==> src/rtl/wmesi_pkg.sv <==
package wmesi_pkg;
  typedef enum logic [1:0] {
    MESI_I = 2'b00,
    MESI_S = 2'b01,
    MESI_E = 2'b10,
    MESI_M = 2'b11
  } mesi_t;

  typedef enum logic [1:0] {
    PH_IDLE = 2'b00,
    PH_LOOK = 2'b01,
    PH_BUS  = 2'b10
  } phase_t;
endpackage

==> src/rtl/wmesi_line_array.sv <==
module wmesi_line_array
  import wmesi_pkg::*;
#(
  parameter int LINES = 16,
  parameter int TAG_W = 23,
  localparam int IDX_W = $clog2(LINES)
) (
  input  logic             clk,
  input  logic             rst,
  input  logic             rd_en,
  input  logic [IDX_W-1:0] rd_idx,
  output logic [TAG_W-1:0] rd_tag,
  output mesi_t            rd_state,
  input  logic             wr_en,
  input  logic             wr_tag_en,
  input  logic [IDX_W-1:0] wr_idx,
  input  logic [TAG_W-1:0] wr_tag,
  input  mesi_t            wr_state
);
  logic [TAG_W-1:0] tag_mem [LINES];
  mesi_t            st_q    [LINES];

  // Tag store: no reset, registered read, so it can sit in block RAM.
  always_ff @(posedge clk) begin
    if (wr_en && wr_tag_en) tag_mem[wr_idx] <= wr_tag;
    if (rd_en) rd_tag <= tag_mem[rd_idx];
  end

  // State bits are reset to invalid on every line.
  always_ff @(posedge clk) begin
    if (rst) begin
      for (int i = 0; i < LINES; i++) st_q[i] <= MESI_I;
    end else if (wr_en) begin
      st_q[wr_idx] <= wr_state;
    end
  end

  always_ff @(posedge clk) begin
    if (rst)        rd_state <= MESI_I;
    else if (rd_en) rd_state <= st_q[rd_idx];
  end
endmodule

==> src/rtl/wmesi_policy.sv <==
module wmesi_policy
  import wmesi_pkg::*;
(
  input  mesi_t line_state,
  input  logic  tag_match,
  input  logic  pwt,
  input  logic  wbwt,
  output logic  hit,
  output logic  owned,
  output mesi_t shared_next
);
  always_comb begin
    hit         = tag_match && (line_state != MESI_I);
    owned       = hit && ((line_state == MESI_E) || (line_state == MESI_M));
    shared_next = (pwt || !wbwt) ? MESI_S : MESI_E;
  end
endmodule

==> src/rtl/wmesi_ctrl.sv <==
module wmesi_ctrl
  import wmesi_pkg::*;
#(
  parameter int ADDR_W = 32,
  parameter int BE_W   = 8,
  parameter int IDX_W  = 4,
  parameter int OFF_W  = 5,
  localparam int TAG_W = ADDR_W - IDX_W - OFF_W
) (
  input  logic              clk,
  input  logic              rst,
  input  logic              req_valid,
  input  logic [ADDR_W-1:0] req_addr,
  input  logic [BE_W-1:0]   req_be,
  input  logic              req_pwt,
  output logic              idle,
  output logic              la_rd_en,
  output logic [IDX_W-1:0]  la_rd_idx,
  input  logic [TAG_W-1:0]  la_tag,
  input  mesi_t             la_state,
  output logic              la_wr_en,
  output logic [IDX_W-1:0]  la_wr_idx,
  output mesi_t             la_wr_state,
  input  logic              bus_rdy,
  input  logic              bus_wbwt,
  output logic              bus_req,
  output logic [ADDR_W-1:0] bus_addr,
  output logic [BE_W-1:0]   bus_be,
  output logic              cache_we,
  output logic [ADDR_W-1:0] cache_addr,
  output logic [BE_W-1:0]   cache_be,
  output logic              done,
  output logic              upd_valid,
  output mesi_t             upd_state
);
  phase_t            ph;
  logic [ADDR_W-1:0] l_addr;
  logic [BE_W-1:0]   l_be;
  logic              l_pwt;
  logic              l_shared;
  logic              hit, owned;
  mesi_t             shared_next;

  wmesi_policy u_policy (
    .line_state (la_state),
    .tag_match  (la_tag == l_addr[ADDR_W-1 -: TAG_W]),
    .pwt        (l_pwt),
    .wbwt       (bus_wbwt),
    .hit        (hit),
    .owned      (owned),
    .shared_next(shared_next)
  );

  assign idle      = (ph == PH_IDLE);
  assign la_rd_en  = idle && req_valid;
  assign la_rd_idx = req_addr[OFF_W +: IDX_W];
  assign la_wr_idx = l_addr[OFF_W +: IDX_W];

  always_comb begin
    la_wr_en    = 1'b0;
    la_wr_state = MESI_M;
    if (ph == PH_LOOK && owned) begin
      la_wr_en = 1'b1;
    end else if (ph == PH_BUS && bus_rdy && l_shared) begin
      la_wr_en    = 1'b1;
      la_wr_state = shared_next;
    end
  end

  always_ff @(posedge clk) begin
    if (rst) begin
      ph         <= PH_IDLE;
      l_addr     <= '0;
      l_be       <= '0;
      l_pwt      <= 1'b0;
      l_shared   <= 1'b0;
      bus_req    <= 1'b0;
      bus_addr   <= '0;
      bus_be     <= '0;
      cache_we   <= 1'b0;
      cache_addr <= '0;
      cache_be   <= '0;
      done       <= 1'b0;
      upd_valid  <= 1'b0;
      upd_state  <= MESI_I;
    end else begin
      cache_we  <= 1'b0;
      done      <= 1'b0;
      upd_valid <= 1'b0;
      case (ph)
        PH_IDLE: if (req_valid) begin
          l_addr <= req_addr;
          l_be   <= req_be;
          l_pwt  <= req_pwt;
          ph     <= PH_LOOK;
        end
        PH_LOOK: begin
          cache_we   <= hit;
          cache_addr <= l_addr;
          cache_be   <= l_be;
          if (owned) begin
            done      <= 1'b1;
            upd_valid <= 1'b1;
            upd_state <= MESI_M;
            ph        <= PH_IDLE;
          end else begin
            l_shared <= hit;
            bus_req  <= 1'b1;
            bus_addr <= l_addr;
            bus_be   <= l_be;
            ph       <= PH_BUS;
          end
        end
        PH_BUS: if (bus_rdy) begin
          bus_req <= 1'b0;
          done    <= 1'b1;
          ph      <= PH_IDLE;
          if (l_shared) begin
            upd_valid <= 1'b1;
            upd_state <= shared_next;
          end
        end
        default: ph <= PH_IDLE;
      endcase
    end
  end

  a_r2_miss_ends_on_bus: assert property (@(posedge clk) disable iff (rst)
    (done && !upd_valid) |-> $past(bus_req && bus_rdy));
  a_r8_commit_on_bus: assert property (@(posedge clk) disable iff (rst)
    (upd_valid && upd_state != MESI_M) |-> $past(bus_req && bus_rdy));
  a_r3_owned_no_bus: assert property (@(posedge clk) disable iff (rst)
    (upd_valid && upd_state == MESI_M) |-> !$past(bus_req));
  a_r8_hold_bus: assert property (@(posedge clk) disable iff (rst)
    (bus_req && !bus_rdy) |=> (bus_req && $stable(bus_addr) && $stable(bus_be)));
  a_r10_done_single: assert property (@(posedge clk) disable iff (rst)
    done |=> !done);
endmodule

==> src/rtl/wmesi_write_ctrl.sv <==
module wmesi_write_ctrl
  import wmesi_pkg::*;
#(
  parameter int ADDR_W     = 32,
  parameter int BE_W       = 8,
  parameter int LINES      = 16,
  parameter int LINE_BYTES = 32,
  localparam int IDX_W = $clog2(LINES),
  localparam int OFF_W = $clog2(LINE_BYTES),
  localparam int TAG_W = ADDR_W - IDX_W - OFF_W
) (
  input  logic              clk,
  input  logic              rst,
  input  logic              req_valid,
  input  logic [ADDR_W-1:0] req_addr,
  input  logic [BE_W-1:0]   req_be,
  input  logic              req_pwt,
  output logic              req_ready,
  input  logic              dbg_mode,
  input  logic              fill_valid,
  input  logic [IDX_W-1:0]  fill_idx,
  input  logic [TAG_W-1:0]  fill_tag,
  input  logic [1:0]        fill_state,
  output logic              bus_req,
  output logic [ADDR_W-1:0] bus_addr,
  output logic [BE_W-1:0]   bus_be,
  input  logic              bus_rdy,
  input  logic              bus_wbwt,
  output logic              cache_we,
  output logic [ADDR_W-1:0] cache_addr,
  output logic [BE_W-1:0]   cache_be,
  output logic              done,
  output logic              upd_valid,
  output logic [1:0]        upd_state
);
  logic             idle, rd_en, up_we, fill_take, wr_en;
  logic [IDX_W-1:0] rd_idx, up_idx, wr_idx;
  logic [TAG_W-1:0] rd_tag;
  mesi_t            rd_state, up_state, wr_state, upd_state_t;

  assign fill_take = fill_valid && !dbg_mode && idle;
  assign wr_en     = up_we || fill_take;
  assign wr_idx    = up_we ? up_idx : fill_idx;
  assign wr_state  = up_we ? up_state : mesi_t'(fill_state);
  assign req_ready = idle;
  assign upd_state = upd_state_t;

  wmesi_line_array #(.LINES(LINES), .TAG_W(TAG_W)) u_array (
    .clk      (clk),
    .rst      (rst),
    .rd_en    (rd_en),
    .rd_idx   (rd_idx),
    .rd_tag   (rd_tag),
    .rd_state (rd_state),
    .wr_en    (wr_en),
    .wr_tag_en(!up_we),
    .wr_idx   (wr_idx),
    .wr_tag   (fill_tag),
    .wr_state (wr_state)
  );

  wmesi_ctrl #(.ADDR_W(ADDR_W), .BE_W(BE_W), .IDX_W(IDX_W), .OFF_W(OFF_W)) u_ctrl (
    .clk        (clk),
    .rst        (rst),
    .req_valid  (req_valid),
    .req_addr   (req_addr),
    .req_be     (req_be),
    .req_pwt    (req_pwt),
    .idle       (idle),
    .la_rd_en   (rd_en),
    .la_rd_idx  (rd_idx),
    .la_tag     (rd_tag),
    .la_state   (rd_state),
    .la_wr_en   (up_we),
    .la_wr_idx  (up_idx),
    .la_wr_state(up_state),
    .bus_rdy    (bus_rdy),
    .bus_wbwt   (bus_wbwt),
    .bus_req    (bus_req),
    .bus_addr   (bus_addr),
    .bus_be     (bus_be),
    .cache_we   (cache_we),
    .cache_addr (cache_addr),
    .cache_be   (cache_be),
    .done       (done),
    .upd_valid  (upd_valid),
    .upd_state  (upd_state_t)
  );

  a_r10_busy_no_ready: assert property (@(posedge clk) disable iff (rst)
    (bus_req && !bus_rdy) |=> !req_ready);
endmodule

==> config.mk <==
export PLATFORM = sky130hd
export DESIGN_NAME = wmesi_write_ctrl
export DESIGN_NICKNAME = d
export VERILOG_FILES = /design/src/rtl/wmesi_pkg.sv /design/src/rtl/wmesi_line_array.sv /design/src/rtl/wmesi_policy.sv /design/src/rtl/wmesi_ctrl.sv /design/src/rtl/wmesi_write_ctrl.sv
export SDC_FILE = /design/constraint.sdc
export NUM_CORES = 1
export LEC_CHECK = 0
export ABC_AREA = 1
export BUFFER_PORTS_ARGS = -buffer_cell sky130_fd_sc_hd__buf_4
export CORE_AREA = 10 10 248 250
export DETAILED_ROUTE_END_ITERATION = 10
export DIE_AREA = 0 0 258 260
export MAX_ROUTING_LAYER = met4
export RECOVER_POWER = 100
export SYNTH_ARGS = -nofsm -noshare
export SYNTH_HDL_FRONTEND = slang
export SYNTH_SLANG_ARGS = --single-unit
export TNS_END_PERCENT = 30
==> constraint.sdc <==
create_clock -name clk -period 6.35 [get_ports clk]
set_clock_uncertainty 0.15 [all_clocks]
set_input_delay 0.9525 -clock clk [delete_from_list [all_inputs] [get_ports clk]]
set_output_delay 0.9525 -clock clk [all_outputs]
set_load 0.1 [all_outputs]
==> results of run 1 <==
-- layout make-up --
cell class	count	area share, %
Clock buffer	77	6.23
Sequential cell	555	61.3
Tap cell	756	3.78
Antenna cell	1	0.00999
Multi-Input combinational cell	1142	22.9
Timing Repair Buffer	192	3.85
Clock inverter	26	1.13
Inverter	53	0.814
-- critical path: cells and delay by family, from the launching register on --
family / cells / cell delay, ns
buffers and inverters: 3 / 1.87
DFF: 1 / 0.48
and+or+nand+nor: 8 / 1.85
AOI/OAI and AO/OA: 1 / 0.07
-- state kept, by name, summed over array words and instances (netlist names), 23 cells and up --
name	flops
u_array.tag_mem	368
u_array.st_q	32
u_array.rd_tag	23
u_ctrl.cache_addr	32
u_ctrl.bus_addr	32
u_ctrl.l_addr	32
-- path summary, 6_finish.rpt --
kind                               from                 endpoint  slack (ns)  depth (start not counted)
setup / recovery     u_array.rd_tag[13]  u_array.tag_mem[12][12]        1.45                         12
hold reg to reg   u_ctrl.cache_addr[20]    u_ctrl.cache_addr[20]        0.31                          2
hold / removal    u_ctrl.cache_addr[20]    u_ctrl.cache_addr[20]        0.31                          2
setup reg to reg     u_array.rd_tag[13]  u_array.tag_mem[12][12]        1.45                         12
-- through the flow --
step	area, µm²	cells	setup slack [ns]	hold WS (ns)
6_report	25000	2802	1.45	0.310
3_3_place_gp	23800	2698	2.12	0.300
2_1_floorplan	21900	1880	2.96	0.304
5_1_grt	25000	2802	1.20	0.330
3_5_place_dp	23800	2698	2.13	0.308
4_1_cts	25700	2801	2.55	0.316
-- cell families (layout without fill, tap and decap cells) --
logic type / Yosys count / after routing / synth area share [%]
buffers and inverters: 183 / 348 / 3.27
adder cells (fa/ha/maj): 3 / 3 / 0.171
other: 0 / 1 / 0
XOR/XNOR: 8 / 8 / 0.320
AO/OA/AOI/OAI: 470 / 470 / 12.9
AND/OR/NAND/NOR: 661 / 661 / 13.3
flip-flops: 555 / 555 / 70.1
-- report_power, final --
part           leakage, nW  internal (mW)  total (mW)  switching [mW]
Clock                0.911           1.96        3.32            1.36
Sequential            4.95           4.05        4.15          0.0937
Combinational         2.61          0.215        1.14           0.927
Total                 8.47           6.22        8.61            2.38
-- per-layer routing --
| metal | GRT usage (%) | share of wire, % | vias up |
|---|---|---|---|
| li1 | - | - | 7006 |
| met1 | 24.5 | 46 | 7485 |
| met2 | 28.0 | 46 | 560 |
| met3 | 3.25 | 6.7 | 86 |
| met4 | 3.97 | 1.8 | 0 |
| met5 | - | 0 | - |
-- cell usage in the layout, fill, tap and decap left out, types with 3 or more instances in the layout --
cell type,netlist,layout
a211oi_1,33,33
a21oi_1,40,40
buf_4,1,65
bufinv_16,0,6
clkbuf_1,109,136
clkbuf_16,0,57
clkbuf_2,0,5
clkbuf_8,0,5
clkinv_1,1,11
clkinv_2,0,7
dfxtp_1,132,132
edfxtp_1,423,423
ha_1,3,3
inv_1,39,37
inv_2,12,13
nand2_1,158,159
nand2_4,8,7
nand3_1,38,54
nand3_2,21,5
nor2_1,413,407
nor2_2,2,9
nor2_8,8,8
nor3_1,6,6
o211ai_1,11,11
o21ai_0,259,261
o21ai_1,21,20
o221ai_1,85,85
o22ai_1,15,15
xnor2_1,7,7
==> results.md, run 1 <==
* Status: finished, violations left
* Failing checks: capacitance limit, slew limit
* CTS tree: done
* EDFF count, synth at between 400 and 500
* Max cap viols at 12
* Worst relative slew slack at -82.3%
* CTS resizes at 0
* Setup TNS at 0 ns
* Max incr delay on CP at between 1.5 and 2 ns
* Core area at roughly 56000 µm²
* Vias at ~15k
* Die Y at around 260 µm
* Layout area overhead at 14.4%
* H-tree Lvls at 2
* Main flop type after synthesis: edfxtp_1
* Mapped Cells at between 1.5k and 2k
* Largest net degree at the start of global routing at roughly 110
* DR iter-0 viols at 1166
* Drt first pass iters at 5
* Worst endpoint required time at around 6.4 ns
* Die area at roughly 67000 µm²
* Drt drc at 0
* Clk pin slew, worst setup/hold paths at approximately 0.06 ns
* Site row count at 87
* Total global routing overflow at 0
* Leak at roughly 8.5 nW
* CP Launch Type: flop
* Final #Nets at 2080
* Pwr Density at 344 nW/µm²
* Drt wl/cell at 21.6 µm
* Initial antenna violation count at 1
* Mapped cell area at about 22000 µm²
* Avg Cell Area, Syn at between 10 and 15 µm²
* Initial Util at about 40%
* Placer Congestion at 0.812
* Drt via density at 5.40
* Register area at about 15000 µm²
* Final setup fails at 0
* CP Capture Type: flop
* Multi-input gate area at 5740 µm²
* Fmax at around 200 MHz
* Max-slew violations at between 400 and 500
* Hold Path Class: reg -> reg
* Power Total at 8.61 mW
* Register area share after synthesis at a little over two thirds
* Fillers at about 5.3k
* Max VDD drop at 0.254 mV
* Synthesized flop and latch total at 555
* Die Wd at roughly 260 µm
* Critical path type: reg -> reg
* Mapped Nets at between 1.5k and 2k
* CTS sink cnt at approximately 560
* Post-route ant nets at 0
* Tmin final at roughly 4.9 ns
* Hpwl dp at ~36000 µm
* Synth unique cells at 40
* Post-synth top area share at 58.0%
* Worst-Margin Slew at approximately 2.7 ns
* RSZ-0062 raised after global routing: false
* Yosys warning count at 0
* Asr flop ratio synth at 0%
* WL final at 60600 µm
* Top-Level Pins at 164
* Final Cycle Share at 77.1%
* Post-CTS setup buffers at 0
* Clk root buf: clkbuf_16
* Clk Latency, worst-skew pair at 0.62 ns
* Final Util at 44.5%
* Total GRT Usage at 18.0%
* Most common cell in the netlist: edfxtp_1
* Buffers on Ports at around 160
* Global-route wire length before repair at 91500 µm
* Critical path's most frequent cell: nand2_1
* Critical Path AT at 4.92 ns
* Post-CTS Hold Fix Bufs at 0
* Bufs on Longest Clock Path at 3
* Area leader, netlist: edfxtp_1
* Fraction of layout cells with a size suffix above 1 at 9.63%
* Crit path cell chain: inv_1 > nand2_1 > o21ai_0 > nor2_1 > nand2_1 > nor2_1 > nand4_1 > nand2_1 > inv_1 > nand2_1 > nor2_2 > clkbuf_1
* Vias in the first global route at 14.5k
* Worst path slowest cell: clkbuf_1
* Cts bufs inserted at 56
* Synth cell count leaders: edfxtp_1 (423), nor2_1 (413), o21ai_0 (259)
* Top cells by area, synth: edfxtp_1 (58%), dfxtp_1 (12%), nor2_1 (7.1%), o21ai_0 (5.9%), o221ai_1 (3.4%)
* Fin. Hold Viols at 0
* Peak fanout along the critical path at 23
Note: power is estimated with default switching activity, not from simulation.
==> inputs of run 2 (changes only) <==
==> constraint.sdc (replaced) <==
create_clock -name clk -period 4.7 [get_ports clk]
set_clock_uncertainty 0.15 [all_clocks]
set_input_delay 0.705 -clock clk [delete_from_list [all_inputs] [get_ports clk]]
set_output_delay 0.705 -clock clk [all_outputs]
set_load 0.1 [all_outputs]
==> run 2 against run 1 <==
  * The flow still finishes with violations (capacitance limit, slew limit)
  * Sequential share of layout area shrank 0.36 points
  * Count of clock-buffer cells in the layout unchanged
  * Final cell count is essentially flat
  * Critical path type unchanged
  * Via count fell by 0.76%
  * Maximum frequency increased by 29%
  * Worst hold slack worse by 0.090 ns
==> results.md, run 2 (synthesized netlist as in run 1, its figures left out) <==
* Die Y at 260 µm (unchanged)
* Hold Path Class: in -> reg (was reg -> reg)
* Worst path slowest cell: nand2_1 (was clkbuf_1)
* Hold depth at 3 (was 2)
* CP Capture Type: flop (unchanged)
* Bufs on Longest Clock Path at 3 (unchanged)
* Hpwl dp at 37900 µm (was 36000 µm)
* RSZ-0062 raised after global routing: false (unchanged)
* Peak fanout along the critical path at 23 (unchanged)
* R2R Setup Slk at 0.89 ns (was 1.45 ns)
* Vias at 15.0k (was 15.1k)
* Total global routing overflow at 0 (unchanged)
* Worst path bufs/invs at 3 (unchanged)
* Post-route ant nets at 0 (unchanged)
* Critical Path End: u_array.tag_mem[9][19] (was u_array.tag_mem[12][12])
* Max-slew violations at 138 (was 430)
* Post-route cell area at 25200 µm² (was 25000 µm²)
* Critical path type: reg -> reg (unchanged)
* Max incr delay on CP at 0.67 ns (was 1.57 ns)
* Number of flip-flops in the largest register at 368 (unchanged)
* Final #Nets at 2078 (was 2080)
* Clk pin slew, worst setup/hold paths at 0.06 ns (about the same)
* Die Wd at 258 µm (unchanged)
* Cts bufs inserted at 56 (unchanged)
* Site row count at 87 (unchanged)
* Pwr Density at 465 nW/µm² (was 344 nW/µm²)
* Largest net degree at the start of global routing at 202 (was 114)
* Max VDD drop at 0.370 mV (was 0.254 mV)
* Initial Util at 38.9% (unchanged)
* Layout area overhead at 15.1% (was 14.4%)
* CTS resizes at 0 (unchanged)
* Setup TNS at 0 ns (unchanged)
* Drt via density at 5.36 (was 5.40)
* Critical Path AT at 3.97 ns (was 4.92 ns)
* Initial antenna violation count at 2 (was 1)
* Clk root buf: clkbuf_16 (unchanged)
* Biggest register: u_array.tag_mem (unchanged)
* Reg-to-reg critical path endpoint: u_array.tag_mem[9][19] (was u_array.tag_mem[12][12])
* Max cap viols at 3 (was 12)
* Post-CTS setup buffers at 0 (unchanged)
* Worst reg2reg path depth at 13 (was 12)
* CP Launch Type: flop (unchanged)
* Total GRT Usage at 18.2% (was 18.0%)
* Drt drc at 0 (unchanged)
* WL final at 61100 µm (was 60600 µm)
* Fin. Hold Viols at 0 (unchanged)
* Leak at 8.55 nW (was 8.47 nW)
* Most common cell after layout, fill and taps aside: edfxtp_1 (unchanged)
* Post-CTS Hold Fix Bufs at 0 (unchanged)
* Worst endpoint required time at 4.86 ns (was 6.37 ns)
* Failing checks: capacitance limit, slew limit (unchanged)
* Dpl cell area at 23800 µm² (about the same)
* DR iter-0 viols at 1226 (was 1166)
* Power Total at 11.7 mW (was 8.61 mW)
* Final Cycle Share at 81.1% (was 77.1%)
* CP Depth at 13 (was 12)
* Critical path's most frequent cell: nand2_1 (unchanged)
* Final Util at 44.8% (was 44.5%)
* Status: finished, violations left (unchanged)
* Vias in the first global route at 14.6k (was 14.5k)
* Drt first pass iters at 7 (was 5)
* Crit path cell chain: inv_1 > nand2_1 > nand2_1 > nand2_1 > nor2_1 > nand2_1 > nor2_1 > nand4_1 > nand2_4 > inv_1 > nand2_1 > nor2_2 > buf_4 (was inv_1 > nand2_1 > o21ai_0 > nor2_1 > nand2_1 > nor2_1 > nand4_1 > nand2_1 > inv_1 > nand2_1 > nor2_2 > clkbuf_1)
* Fraction of layout cells with a size suffix above 1 at 10.9% (was 9.63%)
* Fmax at 262 MHz (was 204 MHz)
* Final setup fails at 0 (unchanged)
* H-tree Lvls at 2 (unchanged)
* Die area at 67100 µm² (unchanged)
* Most frequent cells in the layout: edfxtp_1 (423), nor2_1 (398), o21ai_0 (259) (was edfxtp_1 (423), nor2_1 (407), o21ai_0 (261))
* CTS sink cnt at 555 (unchanged)
* Worst-Margin Slew at 1.74 ns (was 2.73 ns)
* Placer Congestion at 0.854 (was 0.812)
* Clk Latency, worst-skew pair at 0.61 ns (was 0.62 ns)
* Top-Level Pins at 164 (unchanged)
* Reg-to-Reg Start: u_array.rd_tag[12] (was u_array.rd_tag[13])
* Global-route wire length before repair at 91700 µm (was 91500 µm)
* Tmin final at 3.81 ns (was 4.90 ns)
* CTS tree: done (unchanged)
* Core area at 56300 µm² (unchanged)
* Drt wl/cell at 21.8 µm (was 21.6 µm)
* Crit path launch: u_array.rd_tag[12] (was u_array.rd_tag[13])
* Worst relative slew slack at -16.5% (was -82.3%)
* Buffers on Ports at 163 (unchanged)
* CP delay by family, top: simple AND/OR/NAND/NOR gates (was buffers and inverters)
-- run 2: stage by stage --
stage | hold slack [ns] | worst slack (ns) | std cells
floorplan | 0.304 | 1.31 | 1880
CTS | 0.186 | 1.43 | 2799
finish | 0.220 | 0.889 | 2801
detailed placement | 0.305 | 1.40 | 2696
global route | 0.226 | 0.637 | 2801
global placement | 0.303 | 1.43 | 2696
-- run 2: routing by layer --
layer  part of all wire, %  track usage (%)  vias to the layer above  routed length [µm]
li1                      -                -                     7002                   -
met1                    43             23.3                     7419               26300
met2                    48             29.5                      516               29400
met3                   6.6             2.96                       85                4050
met4                   2.3             5.03                        0                1380
met5                     0                -                        -                   0
-- run 2: layout make-up --
type,instances,area (µm²)
Timing Repair Buffer,190,1040
Inverter,53,205
Fill cell,5309,31100
Antenna cell,2,5.00
Sequential cell,555,15300
Multi-Input combinational cell,1142,5780
Tap cell,756,946
Clock inverter,26,262
Clock buffer,77,1620
-- run 2: worst min-delay path, cell delays in order --
cell     delay (ns)
buf_4          0.08
o21ai_0        0.07
nor2_1         0.08
-- run 2: worst min path at each step --
stage                               startpoint                   end  slack (ns)
after floorplan              u_ctrl.l_addr[27]     u_ctrl.l_addr[27]        0.30
after global placement    u_ctrl.cache_addr[2]  u_ctrl.cache_addr[2]        0.30
after detailed placement  u_ctrl.cache_addr[1]  u_ctrl.cache_addr[1]        0.31
after CTS                            req_be[4]        u_ctrl.l_be[4]        0.19
after global routing                 req_be[4]        u_ctrl.l_be[4]        0.23
final                                req_be[4]        u_ctrl.l_be[4]        0.22
-- run 2: power by group --
group	total, mW	internal, mW	switching, mW	leakage (nW)
Combinational	1.56	0.294	1.27	2.68
Sequential	5.60	5.47	0.129	4.95
Clock	4.55	2.67	1.87	0.927
==> inputs of run 3 (changes only) <==
==> constraint.sdc (replaced) <==
create_clock -name clk -period 3.7 [get_ports clk]
set_clock_uncertainty 0.15 [all_clocks]
set_input_delay 0.555 -clock clk [delete_from_list [all_inputs] [get_ports clk]]
set_output_delay 0.555 -clock clk [all_outputs]
set_load 0.1 [all_outputs]
==> run 3 against run 2 <==
  * The flow still finishes with violations (capacitance limit, slew limit)
  * Non-clock buffer count grew 16
  * Core utilization grew 0.053 points
  * Sequential power grew 27%
  * Cell area grew 0.12%
  * Final cell count grew 0.50%
  * Die area is the same
  * Combinational power grew 28%
  * Critical path depth shrank 1
  * Via count shrank 0.13%
  * Count of clock-buffer cells in the layout grew 9
  * First-iteration DRC count grew 8.1%
  * Clock power grew 22%
==> results.md, run 3 (synthesized netlist as in run 1, its figures left out) <==
* Combinational cell fraction of total power at 13.6% (was 13.3%)
* Max-slew violations at 117 (was 138)
* Bufs on Longest Clock Path at 3 (unchanged)
* Clk Latency, worst-skew pair at 0.60 ns (was 0.61 ns)
* Fillers at 5260 (was 5309)
* Drt wl/cell at 21.2 µm (was 21.8 µm)
* Fraction of layout cells with a size suffix above 1 at 11.2% (was 10.9%)
* Hpwl dp at 37100 µm (was 37900 µm)
* Pwr Density at 581 nW/µm² (was 465 nW/µm²)
* Failing checks: capacitance limit, slew limit (unchanged)
* Worst path slowest cell: dfxtp_1 (was nand2_1)
* Final Cycle Share at 87.5% (was 81.1%)
* Max VDD drop at 0.342 mV (was 0.370 mV)
* Core area at 56300 µm² (unchanged)
* Biggest register: u_array.tag_mem (unchanged)
* Post-route ant nets at 0 (unchanged)
* Post-route cell area at 25200 µm² (about the same)
* Buffers on Ports at 163 (unchanged)
* Worst-Margin Slew at 1.79 ns (was 1.74 ns)
* Tmin final at 3.24 ns (was 3.81 ns)
* Clock power frac at 38.0% (was 38.8%)
* Clk root buf: clkbuf_16 (unchanged)
* CTS tree: done (unchanged)
* Met1 GRT Util at 23.8% (was 23.3%)
* Sequential Power Share at 48.4% (was 47.8%)
* Die area at 67100 µm² (unchanged)
* CP delay by family, top: simple AND/OR/NAND/NOR gates (unchanged)
* Post-CTS Hold Fix Bufs at 0 (unchanged)
* Crit path cell chain: o21ai_0 > nor2_1 > nand2_1 > nor2_1 > nand4_4 > nand2_1 > nand2_1 > nand2_1 > nor2_8 > nand2_1 > nor2_1 > clkbuf_2 (was inv_1 > nand2_1 > nand2_1 > nand2_1 > nor2_1 > nand2_1 > nor2_1 > nand4_1 > nand2_4 > inv_1 > nand2_1 > nor2_2 > buf_4)
* Critical path type: reg -> reg (unchanged)
* Status: finished, violations left (unchanged)
* Worst relative slew slack at -19.3% (was -16.5%)
* Critical path's most frequent cell: nand2_1 (unchanged)
* Die Y at 260 µm (unchanged)
* Leak at 8.62 nW (was 8.55 nW)
* Setup TNS at 0 ns (unchanged)
* Peak fanout along the critical path at 12 (was 23)
* Hold Path Class: in -> reg (unchanged)
* Number of flip-flops in the largest register at 368 (unchanged)
* Dpl cell area at 24000 µm² (was 23800 µm²)
* Most common cell after layout, fill and taps aside: edfxtp_1 (unchanged)
* H-tree Lvls at 2 (unchanged)
* Die Wd at 258 µm (unchanged)
* Grt met2 use at 27.6% (was 29.5%)
* CTS sink cnt at 555 (unchanged)
* Total GRT Usage at 17.7% (was 18.2%)
* Largest net degree at the start of global routing at 125 (was 202)
* Placer Congestion at 0.840 (was 0.854)
* Total global routing overflow at 0 (unchanged)
* Final #Nets at 2094 (was 2078)
* Cts bufs inserted at 56 (unchanged)
* NetSw at 4.06 mW (was 3.27 mW)
* Vias at 15.0k (about the same)
* DR iter-0 viols at 1325 (was 1226)
* Site row count at 87 (unchanged)
* Internal power at 10.6 mW (was 8.44 mW)
* Layout area overhead at 15.2% (was 15.1%)
* Most frequent cells in the layout: edfxtp_1 (423), nor2_1 (402), o21ai_0 (259) (was edfxtp_1 (423), nor2_1 (398), o21ai_0 (259))
* Worst path bufs/invs at 1 (was 3)
* Initial Util at 38.9% (unchanged)
* Drt drc at 0 (unchanged)
* Global-route wire length before repair at 90000 µm (was 91700 µm)
* Critical Path AT at 3.37 ns (was 3.97 ns)
* Fin. Hold Viols at 0 (unchanged)
* Fmax at 309 MHz (was 262 MHz)
* Met3 Use GR at 3.38% (was 2.96%)
* Final Util at 44.8% (about the same)
* Worst endpoint required time at 3.83 ns (was 4.86 ns)
* RSZ-0062 raised after global routing: false (unchanged)
* Post-CTS setup buffers at 0 (unchanged)
* Top-Level Pins at 164 (unchanged)
* Drt first pass iters at 5 (was 7)
* Max cap viols at 2 (was 3)
* Initial antenna violation count at 1 (was 2)
* Clk pin slew, worst setup/hold paths at 0.06 ns (about the same)
* Net switching fraction of the power at 27.7% (was 27.9%)
* Final setup fails at 0 (unchanged)
* Vias in the first global route at 14.6k (about the same)
* Max incr delay on CP at 0.48 ns (was 0.67 ns)
* CP Capture Type: flop (unchanged)
* WL final at 59600 µm (was 61100 µm)
* Top Usage Layer GRT: met2 (unchanged)
* CP Launch Type: flop (unchanged)
* CTS resizes at 0 (unchanged)
* ANT cells at 0 (was 2)
* Drt via density at 5.33 (was 5.36)
## run 3: changes by cell type in the layout (fill, tap and decap cells not counted), moves of 3 or more
cell	delta
clkbuf_1	+4
nand2_1	+4
nor2_1	+4
clkinv_1	-3
clkbuf_8	+3
nor2_2	-5
buf_4	+11
clkbuf_2	+5
## run 3: power groups by stage
stage | clock (mW) | combinational, mW | sequential (mW)
2_1_floorplan | 0 | 0.771 | 7.90
3_3_place_gp | 0 | 2.09 | 7.21
3_5_place_dp | 0 | 2.11 | 7.22
4_1_cts | 5.68 | 2.12 | 7.09
5_1_grt | 5.92 | 2.14 | 7.11
6_report | 5.57 | 1.99 | 7.09
## run 3: layout make-up
class / count / area [µm²] / share of cell area, %
tap: 756 / 946 / 3.75
clock inverter: 17 / 154 / 0.610
timing repair buffer: 206 / 1160 / 4.61
inverter: 53 / 204 / 0.808
sequential: 555 / 15300 / 60.8
clock buffer: 86 / 1650 / 6.53
multi-input combinational: 1142 / 5770 / 22.9
## run 3: through the flow
step | total power, mW | hold slack (ns) | std cells | setup WS, ns
6_report | 14.6 | 0.0668 | 2815 | 0.464
3_5_place_dp | 9.33 | 0.304 | 2712 | 0.713
3_3_place_gp | 9.30 | 0.302 | 2712 | 0.772
5_1_grt | 15.2 | 0.0589 | 2815 | 0.252
2_1_floorplan | 8.67 | 0.304 | 1880 | 0.314
4_1_cts | 14.9 | 0.0317 | 2815 | 0.686
## run 3: worst paths after layout
path	from	end	slack, ns	cells past startpoint
worst max-delay path	u_ctrl.l_addr[14]	u_array.tag_mem[8][13]	0.46	12
worst min-delay path	req_addr[2]	u_ctrl.l_addr[2]	0.07	3
worst max register to register	u_ctrl.l_addr[14]	u_array.tag_mem[8][13]	0.46	12
worst min register to register	u_ctrl.cache_addr[17]	u_ctrl.cache_addr[17]	0.31	2
## run 3: worst register-to-register path, stage by stage (launching register included)
cell and delay [ns]:
dfxtp_1 0.48, o21ai_0 0.18, nor2_1 0.15, nand2_1 0.07, nor2_1 0.30, nand4_4 0.31
nand2_1 0.36, nand2_1 0.10, nand2_1 0.29, nor2_8 0.10, nand2_1 0.08, nor2_1 0.05
clkbuf_2 0.29
## run 3: metal layers
| metal | vias up | routed length (µm) |
|---|---|---|
| met4 | 0 | 1080 |
| met3 | 83 | 3820 |
| met1 | 7395 | 27100 |
| met2 | 496 | 27600 |
| li1 | 7029 | - |
| met5 | - | 0 |
